File: config.mk
export PLATFORM = sky130hd
export DESIGN_NAME = thermal_watch
export DESIGN_NICKNAME = d
export VERILOG_FILES = /design/src/rtl/tw_pkg.sv /design/src/rtl/tw_slot_store.sv /design/src/rtl/tw_max_scan.sv /design/src/rtl/tw_alert_latch.sv /design/src/rtl/tw_query_port.sv /design/src/rtl/thermal_watch.sv
export SDC_FILE = /design/constraint.sdc
export NUM_CORES = 1
export LEC_CHECK = 0
export BUFFER_PORTS_ARGS = -buffer_cell sky130_fd_sc_hd__buf_2
export CORE_ASPECT_RATIO = 1.75
export CORE_MARGIN = 2
export CORE_UTILIZATION = 45
export CTS_CLUSTER_DIAMETER = 30
export CTS_CLUSTER_SIZE = 25
export DETAILED_ROUTE_END_ITERATION = 10
export PLACE_DENSITY = 0.73
export SLEW_MARGIN = 15
export SYNTH_ARGS = -nofsm -noshare
export SYNTH_HDL_FRONTEND = slang
export SYNTH_SLANG_ARGS = --single-unit
File: constraint.sdc
create_clock -name clk -period 21 [get_ports clk]
set_input_delay 2.1 -clock clk [delete_from_list [all_inputs] [get_ports clk]]
set_output_delay 2.1 -clock clk [all_outputs]
set_load 0.01 [all_outputs]
File: src/rtl/tw_pkg.sv
package tw_pkg;
  localparam int TW_W = 16;

  localparam logic [TW_W-1:0] TW_ERR_UNPOLLED = 16'h8102;
  localparam logic [TW_W-1:0] TW_ERR_NO_MAX   = 16'h8103;
  localparam logic [TW_W-1:0] TW_ERR_NO_ALERT = 16'h8104;
  localparam logic [TW_W-1:0] TW_THR_RESET    = 16'h7FFF;

  // error codes occupy 8000h..81FFh: top seven bits equal 1000000b
  function automatic logic is_err_code(input logic [TW_W-1:0] v);
    return v[TW_W-1:9] == 7'b1000000;
  endfunction

  function automatic logic signed_gt(input logic [TW_W-1:0] a,
                                     input logic [TW_W-1:0] b);
    return $signed(a) > $signed(b);
  endfunction

  function automatic logic exceeds_limit(input logic [TW_W-1:0] v,
                                         input logic [TW_W-1:0] lim);
    return !is_err_code(v) && signed_gt(v, lim);
  endfunction
endpackage

File: src/rtl/tw_slot_store.sv
module tw_slot_store #(
  parameter int N_SLOT = 8,
  parameter int SW     = 16,
  localparam int SLW   = (N_SLOT > 1) ? $clog2(N_SLOT) : 1
) (
  input  logic                  clk,
  input  logic                  rst_n,
  input  logic                  wr_en,
  input  logic [SLW-1:0]        wr_slot,
  input  logic [SW-1:0]         wr_value,
  output logic [N_SLOT*SW-1:0]  vals_flat
);
  import tw_pkg::*;

  for (genvar g = 0; g < N_SLOT; g++) begin : g_slot
    logic [SW-1:0] val_q;
    always_ff @(posedge clk) begin
      if (!rst_n)
        val_q <= TW_ERR_UNPOLLED;
      else if (wr_en && (wr_slot == SLW'(g)))
        val_q <= wr_value;
    end
    assign vals_flat[g*SW +: SW] = val_q;
  end
endmodule

File: src/rtl/tw_max_scan.sv
module tw_max_scan #(
  parameter int N_SLOT = 8,
  parameter int SW     = 16,
  localparam int SLW   = (N_SLOT > 1) ? $clog2(N_SLOT) : 1
) (
  input  logic [N_SLOT*SW-1:0] vals_flat,
  input  logic [N_SLOT-1:0]    enable,
  output logic                 found,
  output logic [SW-1:0]        max_val,
  output logic [SLW-1:0]       max_idx
);
  import tw_pkg::*;

  // candidate qualification per slot, visible as named wires
  logic [N_SLOT-1:0] cand;
  for (genvar g = 0; g < N_SLOT; g++) begin : g_cand
    assign cand[g] = enable[g] && !is_err_code(vals_flat[g*SW +: SW]);
  end

  // linear scan; strict greater keeps the lowest index on ties
  always_comb begin
    found   = 1'b0;
    max_val = '0;
    max_idx = '0;
    for (int i = 0; i < N_SLOT; i++) begin
      if (cand[i] && (!found || signed_gt(vals_flat[i*SW +: SW], max_val))) begin
        found   = 1'b1;
        max_val = vals_flat[i*SW +: SW];
        max_idx = SLW'(i);
      end
    end
  end
endmodule

File: src/rtl/tw_alert_latch.sv
module tw_alert_latch #(
  parameter int N_SOCK = 4,
  parameter int N_DOM  = 2,
  parameter int SW     = 16,
  localparam int N_SLOT = N_SOCK * N_DOM,
  localparam int SLW    = (N_SLOT > 1) ? $clog2(N_SLOT) : 1,
  localparam int SKW    = (N_SOCK > 1) ? $clog2(N_SOCK) : 1
) (
  input  logic           clk,
  input  logic           rst_n,
  input  logic           rd_valid,
  input  logic [SLW-1:0] rd_slot,
  input  logic [SW-1:0]  rd_value,
  input  logic           mask_new,
  input  logic           clear,
  input  logic           thr_we,
  input  logic [SKW-1:0] thr_sel,
  input  logic [SW-1:0]  thr_din,
  output logic           over_evt,
  output logic           set_evt,
  output logic           alert_active,
  output logic [SLW-1:0] alert_slot
);
  import tw_pkg::*;

  logic [SW-1:0]  thr_q [N_SOCK];
  logic [SKW-1:0] sock_idx;

  for (genvar g = 0; g < N_SOCK; g++) begin : g_thr
    always_ff @(posedge clk) begin
      if (!rst_n)
        thr_q[g] <= TW_THR_RESET;
      else if (thr_we && (thr_sel == SKW'(g)))
        thr_q[g] <= thr_din;
    end
  end

  assign sock_idx = SKW'(rd_slot / SLW'(N_DOM));
  assign over_evt = rd_valid && exceeds_limit(rd_value, thr_q[sock_idx]);
  assign set_evt  = over_evt && !mask_new && !alert_active && !clear;

  always_ff @(posedge clk) begin
    if (!rst_n) begin
      alert_active <= 1'b0;
      alert_slot   <= '0;
    end else if (clear) begin
      alert_active <= 1'b0;
    end else if (set_evt) begin
      alert_active <= 1'b1;
      alert_slot   <= rd_slot;
    end
  end
endmodule

File: src/rtl/tw_query_port.sv
module tw_query_port #(
  parameter int N_SLOT = 8,
  parameter int SW     = 16,
  localparam int SLW   = (N_SLOT > 1) ? $clog2(N_SLOT) : 1
) (
  input  logic           clk,
  input  logic           rst_n,
  input  logic           max_q,
  input  logic           loc_q,
  input  logic           alrt_q,
  input  logic           found,
  input  logic [SW-1:0]  max_val,
  input  logic [SLW-1:0] max_idx,
  input  logic           alert_active,
  input  logic [SLW-1:0] alert_slot,
  output logic           q_valid,
  output logic [SW-1:0]  q_data
);
  import tw_pkg::*;

  logic           loc_ok;
  logic [SLW-1:0] loc_idx;
  logic [SW-1:0]  ans;

  always_comb begin
    if (max_q)
      ans = found ? max_val : TW_ERR_NO_MAX;
    else if (loc_q)
      ans = loc_ok ? SW'(loc_idx) : TW_ERR_NO_MAX;
    else
      ans = alert_active ? SW'(alert_slot) : TW_ERR_NO_ALERT;
  end

  always_ff @(posedge clk) begin
    if (!rst_n) begin
      loc_ok  <= 1'b0;
      loc_idx <= '0;
      q_valid <= 1'b0;
      q_data  <= '0;
    end else begin
      q_valid <= max_q || loc_q || alrt_q;
      if (max_q || loc_q || alrt_q)
        q_data <= ans;
      if (max_q) begin
        loc_ok  <= found;
        loc_idx <= max_idx;
      end
    end
  end
endmodule

File: src/rtl/thermal_watch.sv
module thermal_watch #(
  parameter int N_SOCK = 4,
  parameter int N_DOM  = 2,
  localparam int SW     = 16,
  localparam int N_SLOT = N_SOCK * N_DOM,
  localparam int SLW    = (N_SLOT > 1) ? $clog2(N_SLOT) : 1,
  localparam int SKW    = (N_SOCK > 1) ? $clog2(N_SOCK) : 1
) (
  input  logic              clk,
  input  logic              rst_n,
  input  logic              res_valid,
  input  logic [SLW-1:0]    res_slot,
  input  logic [SW-1:0]     res_value,
  input  logic [N_SLOT-1:0] slot_enable,
  input  logic              mask_alerts,
  input  logic              thr_we,
  input  logic [SKW-1:0]    thr_sock,
  input  logic [SW-1:0]     thr_value,
  input  logic              clear_alert,
  input  logic              max_query,
  input  logic              loc_query,
  input  logic              alert_query,
  output logic              alert_n,
  output logic              q_valid,
  output logic [SW-1:0]     q_data
);
  logic [N_SLOT*SW-1:0] vals_flat;
  logic                 max_found;
  logic [SW-1:0]        max_val;
  logic [SLW-1:0]       max_idx;
  logic                 over_evt;
  logic                 set_evt;
  logic                 alert_active;
  logic [SLW-1:0]       alert_slot;

  tw_slot_store #(.N_SLOT(N_SLOT), .SW(SW)) u_store (
    .clk(clk), .rst_n(rst_n),
    .wr_en(res_valid), .wr_slot(res_slot), .wr_value(res_value),
    .vals_flat(vals_flat)
  );

  tw_max_scan #(.N_SLOT(N_SLOT), .SW(SW)) u_scan (
    .vals_flat(vals_flat), .enable(slot_enable),
    .found(max_found), .max_val(max_val), .max_idx(max_idx)
  );

  tw_alert_latch #(.N_SOCK(N_SOCK), .N_DOM(N_DOM), .SW(SW)) u_alert (
    .clk(clk), .rst_n(rst_n),
    .rd_valid(res_valid), .rd_slot(res_slot), .rd_value(res_value),
    .mask_new(mask_alerts), .clear(clear_alert),
    .thr_we(thr_we), .thr_sel(thr_sock), .thr_din(thr_value),
    .over_evt(over_evt), .set_evt(set_evt),
    .alert_active(alert_active), .alert_slot(alert_slot)
  );

  tw_query_port #(.N_SLOT(N_SLOT), .SW(SW)) u_query (
    .clk(clk), .rst_n(rst_n),
    .max_q(max_query), .loc_q(loc_query), .alrt_q(alert_query),
    .found(max_found), .max_val(max_val), .max_idx(max_idx),
    .alert_active(alert_active), .alert_slot(alert_slot),
    .q_valid(q_valid), .q_data(q_data)
  );

  assign alert_n = !alert_active;
endmodule

==> flow_metrics.env, run 1 <==
export IMPL_antenna_found_initial=0
export IMPL_fin_crit_ps=19740
export IMPL_cts_inserted_buffers=28
export IMPL_ctsHoldBuffers=0
export IMPL_cp_data_arrival_time_ps=20220
export IMPL_routed_wl_um=48400
export IMPL_relSlewSlack_pct=24.8
export IMPL_yosysWarnings=0
export IMPL_period_share_pct=94.0
export IMPL_maxSlewViolCount=0
export IMPL_clk_latency_ps=590
export IMPL_p_clk_share_pct=38.5
export IMPL_htreeDepth=1
export IMPL_port_buffers=71
export IMPL_cts_sinks=217
export IMPL_synth_seq_cells=217
export IMPL_fin_worst_skew_ps=35.9
export IMPL_syn_nets=1745
export IMPL_gp_congestion=1.12
export IMPL_switchingPower_mw=0.431
export IMPL_root_buffer="clkbuf_16"
export IMPL_io_pins=72
export IMPL_start_kind="primary input"
export IMPL_layout_commonest_cell="nand2_1"
export IMPL_worst_path_most_repeated_cell="nand4_1"
export IMPL_firstDrtPassIters=9
export IMPL_internal_power_mw=0.845
export IMPL_min_delay_path_depth=2
export IMPL_required_ps=21470
export IMPL_pre_cts_slack_ps=1030
export IMPL_die_h_um=232
export IMPL_drive_gt1_share_pct=14.3
export IMPL_grt_pass1_wl_um=73300
export IMPL_fin_setup_tns_ps=0
export IMPL_synthCells=1563
export IMPL_hp_class="reg2reg"
export IMPL_synth_edff_count=64
export IMPL_combPwrFrac_pct=25.0
export IMPL_cp_slowest_cell="a211oi_1"
export IMPL_grt_pass1_vias=12300
export IMPL_grt_max_degree=88
export IMPL_post_cts_setup_buffer_count=0
export IMPL_layout_common_cells="335 x nand2_1, 153 x dfxtp_1, 151 x a21oi_1, 128 x ha_1, 71 x buf_2"
export IMPL_die_w_um=134
export IMPL_ys_flop_type="dfxtp_1"
export IMPL_fmax_mhz=50.6
export IMPL_crit_fanout=22
export IMPL_start_util_pct=45.6
export IMPL_end_kind="flop"
export IMPL_die_area_um2=31200
export IMPL_cts_clk_slew_worst_paths_ps=60
export IMPL_rsz0062_at_grt="no"
export IMPL_fillers=2797
export IMPL_drt_initial_drc_count=1159
export IMPL_vias=12400
export IMPL_peakVddDrop_v=0.0000761
export IMPL_swShare_pct=33.8
export IMPL_hold_slack_ps=465
export IMPL_startpoint="slot_enable[0]"
export IMPL_wl_per_cell_um=24.3
export IMPL_power_per_cell_area_nw_per_um2=85.4
export IMPL_avgSynthCellArea_um2=8.55
export IMPL_netlist_area_leader_share_pct=22.9
export IMPL_worstMarginPinSlew_ps=1120
export IMPL_r2r_cells=61
export IMPL_synthArstFlopShare_pct=0
export IMPL_row_count=83
export IMPL_cts_tree="yes"
export IMPL_final_hold_viol_count=0
export IMPL_grt_overflow=0
export IMPL_dpl_hpwl_um=35700
export IMPL_drv_cap=0
export IMPL_grt_use_total_pct=31.4
export IMPL_hp_start="u_alert.alert_slot[1]$_SDFFE_PN0P_"
export IMPL_via_per_inst=6.22
export IMPL_yosysSeqAreaShare_pct=37.3
export IMPL_setup_ws_ps=1260
export IMPL_seq_power_share_pct=36.4
export IMPL_clockBufferDepth=3
export IMPL_ant_nets=0
export IMPL_drc=0
export IMPL_status="finished clean"
export IMPL_synth_cell_types=72
export IMPL_yosysTopAreaCell="dfxtp_1"
export IMPL_area_growth_syn_to_layout_pct=11.9
export IMPL_path_class="in2reg"
export IMPL_yosys_top_cells_area="dfxtp_1 23%, edfxtp_1 14%, ha_1 12%"
export IMPL_power_leakage_nw=5.84
export IMPL_r2r_start="u_store.g_slot[0].val_q[15]$_SDFFE_PN1P_"
export IMPL_syn_area_um2=13400
export IMPL_slowest_delay_ps=810
export IMPL_insertedDiodeCount=0
export IMPL_setup_viol=0
export IMPL_layout_nets=1771
export IMPL_core_um2=29300
final timing paths:
check / slack [ps] / end
setup / recovery: 1260 / u_query.q_data[10]$_SDFFE_PN0P_
hold / removal: 470 / u_alert.alert_slot[1]$_SDFFE_PN0P_
setup reg to reg: 2420 / u_query.q_data[10]$_SDFFE_PN0P_
hold reg to reg: 470 / u_alert.alert_slot[1]$_SDFFE_PN0P_
cell type report:
class | instances | area [um2] | area share (%)
multi-input combinational | 1202 | 7840 | 52.4
sequential | 217 | 4980 | 33.3
clock buffer | 29 | 704 | 4.71
timing repair buffer | 89 | 490 | 3.28
tap | 382 | 478 | 3.20
clock inverter | 23 | 263 | 1.76
inverter | 51 | 193 | 1.29
state kept, by name (all words and copies together) (netlist names):
register and cells:
u_store.g_slot.val_q 128, u_query.q_valid 1, u_query.loc_idx 3, u_query.q_data 16, u_query.loc_ok 1, u_alert.alert_active 1
u_alert.alert_slot 3, u_alert.thr_q 64
critical path, delay by kind of cell:
family	cells	cell delay, ps
adders and majority gates	7	2120
AOI/OAI and AO/OA	22	7330
buffers and inverters	6	1390
and+or+nand+nor	26	7220
through the flow:
stage                     total power, mW  std cells  util (%)  cell area, um2
final                                1.28       1993      51.1           15000
after global routing                 1.33       1993      51.1           15000
after CTS                            1.27       1993      51.0           14900
after detailed placement            0.782       1941      47.7           14000
after global placement              0.778       1941      47.7           14000
after floorplan                     0.685       1563         -           13400
power by group through the flow:
stage               combinational (mW)  sequential [mW]  clock, mW
global route                     0.349            0.466      0.512
detailed placement               0.309            0.474          0
global placement                 0.305            0.473          0
floorplan                        0.216            0.468          0
finish                           0.319            0.465      0.492
CTS                              0.311            0.464      0.495
cells by family after synthesis:
| kind of cell | share of synthesized area (%) |
|---|---|
| fa+ha+maj | 12.0 |
| flops | 37.3 |
| compound gates | 21.0 |
| buf+inv | 4.27 |
| simple gates | 22.5 |
| mux | 3.00 |
synthesized netlist by cell type, types with 4 or more instances:
cell / instances
o31a_1: 12
dfxtp_1: 153
a211o_1: 4
o211a_1: 7
a211oi_1: 30
a21oi_1: 151
nor2b_1: 18
nor3_1: 23
buf_1: 9
and4_1: 6
a21o_1: 34
o211ai_1: 8
nand2_1: 335
a222oi_1: 11
mux4_2: 16
clkbuf_2: 8
nor4_1: 7
inv_1: 51
or3_1: 4
and3_1: 4
a221oi_1: 14
o21a_1: 32
and2_1: 9
nand3_1: 35
ha_1: 128
o311a_1: 5
o21ai_0: 37
o221ai_1: 13
a2111oi_0: 5
nand2b_1: 28
nand4_1: 27
a31oi_1: 5
nor4b_1: 5
nor2_1: 68
or2_2: 61
o22a_1: 4
clkbuf_1: 70
o311ai_0: 5
edfxtp_1: 64
buf_2: 4
per-layer routing:
layer	GRT usage, %	vias up	share of wire [%]
li1	-	5743	-
met1	32.1	5837	34
met2	55.2	588	49
met3	5.02	223	6.0
met4	26.6	0	11
met5	0	-	0
timing repair:
| action | in CTS | in global routing |
|---|---|---|
| endpoints found under the setup margin | 0 | 11 |
| resized for setup | 0 | 2 |
| hold endpoints to repair | 0 | 0 |
(Power assumes the default switching activity.)
==> run 2: changes to the inputs <==
--- a/config.mk
+++ b/config.mk
@@ -8,12 +8,12 @@
 export BUFFER_PORTS_ARGS = -buffer_cell sky130_fd_sc_hd__buf_2
 export CORE_ASPECT_RATIO = 1.75
 export CORE_MARGIN = 2
-export CORE_UTILIZATION = 45
+export CORE_UTILIZATION = 37
 export CTS_CLUSTER_DIAMETER = 30
 export CTS_CLUSTER_SIZE = 25
 export DETAILED_ROUTE_END_ITERATION = 10
-export PLACE_DENSITY = 0.73
-export SLEW_MARGIN = 15
+export PLACE_DENSITY = 0.64
+export SLEW_MARGIN = 40
 export SYNTH_ARGS = -nofsm -noshare
 export SYNTH_HDL_FRONTEND = slang
 export SYNTH_SLANG_ARGS = --single-unit
==> constraint.sdc (replaced) <==
create_clock -name clk -period 21.3 [get_ports clk]
set_input_delay 2.13 -clock clk [delete_from_list [all_inputs] [get_ports clk]]
set_output_delay 2.13 -clock clk [all_outputs]
set_load 0.01 [all_outputs]
==> flow_metrics.env, run 2 (synthesis results as in run 1) <==
export IMPL_status="finished clean"
export IMPL_root_buffer="clkbuf_16"
export IMPL_relSlewSlack_pct=43.5
export IMPL_fin_crit_ps=19220
export IMPL_crit_fanout=31
export IMPL_cts_clk_slew_worst_paths_ps=70
export IMPL_slowest_delay_ps=780
export IMPL_end_kind="flop"
export IMPL_fmax_mhz=52.0
export IMPL_core_um2=35800
export IMPL_worst_path_most_repeated_cell="ha_1"
export IMPL_cp_slowest_cell="nor3_1"
export IMPL_power_per_cell_area_nw_per_um2=81.3
export IMPL_cts_sinks=217
export IMPL_required_ps=21760
export IMPL_maxSlewViolCount=0
export IMPL_ant_nets=0
export IMPL_drt_initial_drc_count=1182
export IMPL_routed_wl_um=49600
export IMPL_reg_largest_list="u_store.g_slot.val_q (128), u_alert.thr_q (64), u_query.q_data (16)"
export IMPL_area_growth_syn_to_layout_pct=13.0
export IMPL_start_util_pct=37.3
export IMPL_final_hold_viol_count=0
export IMPL_fin_worst_skew_ps=34.1
export IMPL_power_leakage_nw=5.87
export IMPL_layout_nets=1776
export IMPL_largest_register="u_store.g_slot.val_q"
export IMPL_path_class="in2reg"
export IMPL_wl_per_cell_um=23.8
export IMPL_die_h_um=255
export IMPL_post_route_util_pct=42.2
export IMPL_fillers=3535
export IMPL_die_w_um=148
export IMPL_dpl_hpwl_um=37700
export IMPL_hp_start="u_alert.alert_slot[1]$_SDFFE_PN0P_"
export IMPL_setup_ws_ps=2080
export IMPL_min_delay_path_depth=2
export IMPL_cts_resized_gates=0
export IMPL_layout_common_cells="333 x nand2_1, 153 x dfxtp_1, 151 x a21oi_1, 128 x ha_1, 70 x buf_2"
export IMPL_cts_inserted_buffers=26
export IMPL_antenna_found_initial=1
export IMPL_grt_overflow=0
export IMPL_vias=12200
export IMPL_fin_area_um2=15100
export IMPL_io_pins=72
export IMPL_hp_class="reg2reg"
export IMPL_peakVddDrop_v=0.0000806
export IMPL_row_count=92
export IMPL_post_cts_setup_buffer_count=0
export IMPL_r2r_cells=64
export IMPL_startpoint="slot_enable[0]"
export IMPL_worstMarginPinSlew_ps=845
export IMPL_cp_data_arrival_time_ps=19670
export IMPL_r2r_start="u_store.g_slot[0].val_q[15]$_SDFFE_PN1P_"
export IMPL_largest_register_ffs=128
export IMPL_pre_cts_slack_ps=1910
export IMPL_rsz0062_at_grt="no"
export IMPL_die_area_um2=37700
export IMPL_grt_pass1_wl_um=74200
export IMPL_port_buffers=71
export IMPL_grt_max_degree=78
export IMPL_clockBufferDepth=3
export IMPL_dpl_cell_area_um2=14200
export IMPL_start_kind="primary input"
export IMPL_firstDrtPassIters=7
export IMPL_setup_viol=0
export IMPL_grt_pass1_vias=12200
export IMPL_period_share_pct=90.2
export IMPL_htreeDepth=1
export IMPL_drc=0
export IMPL_hold_slack_ps=470
export IMPL_drive_gt1_share_pct=15.0
export IMPL_grt_use_total_pct=26.0
export IMPL_clk_latency_ps=570
export IMPL_via_per_inst=5.84
export IMPL_drv_cap=0
export IMPL_ctsHoldBuffers=0
export IMPL_layout_commonest_cell="nand2_1"
export IMPL_cts_tree="yes"
export IMPL_fin_setup_tns_ps=0
export IMPL_gp_congestion=1.03
run 2: through the flow:
stage                     cells  power [mW]
after CTS                  2081        1.23
after global routing       2083        1.28
final                      2083        1.23
after global placement     2034       0.775
after detailed placement   2035       0.778
after floorplan            1563       0.675
run 2: layout make-up:
| class | count | area (um2) | area share, % |
|---|---|---|---|
| Clock inverter | 16 | 200 | 1.33 |
| Multi-Input combinational cell | 1202 | 7890 | 52.2 |
| Antenna cell | 1 | 2.50 | 0.0166 |
| Sequential cell | 217 | 4980 | 33.0 |
| Clock buffer | 30 | 686 | 4.54 |
| Tap cell | 470 | 588 | 3.89 |
| Timing Repair Buffer | 96 | 558 | 3.70 |
| Inverter | 51 | 193 | 1.28 |
run 2: critical path, delay by kind of cell:
kind	cells	cell delay, ps
compound gates	30	7450
fa+ha+maj	7	2240
buf+inv	5	1190
simple gates	22	6580
run 2: report_power, final:
group          leakage [nW]  switching (mW)  internal, mW
sequential             1.87          0.0140         0.444
combinational          3.57           0.193         0.124
clock                 0.428           0.200         0.253
run 2: per-layer routing:
metal / up-vias / wire, um / track usage (%) / part of all wire [%]
li1: 5747 / - / - / -
met1: 5805 / 16800 / 25.5 / 34
met2: 420 / 25900 / 48.0 / 52
met3: 192 / 2090 / 2.95 / 4.2
met4: 0 / 4810 / 21.7 / 9.7
met5: - / 0 / 0 / 0
run 2: path summary, 6_finish.rpt:
path                                        end  slack [ps]
max reg2reg     u_query.q_data[10]$_SDFFE_PN0P_        3300
max             u_query.q_data[10]$_SDFFE_PN0P_        2080
min          u_alert.alert_slot[1]$_SDFFE_PN0P_         470
min reg2reg  u_alert.alert_slot[1]$_SDFFE_PN0P_         470
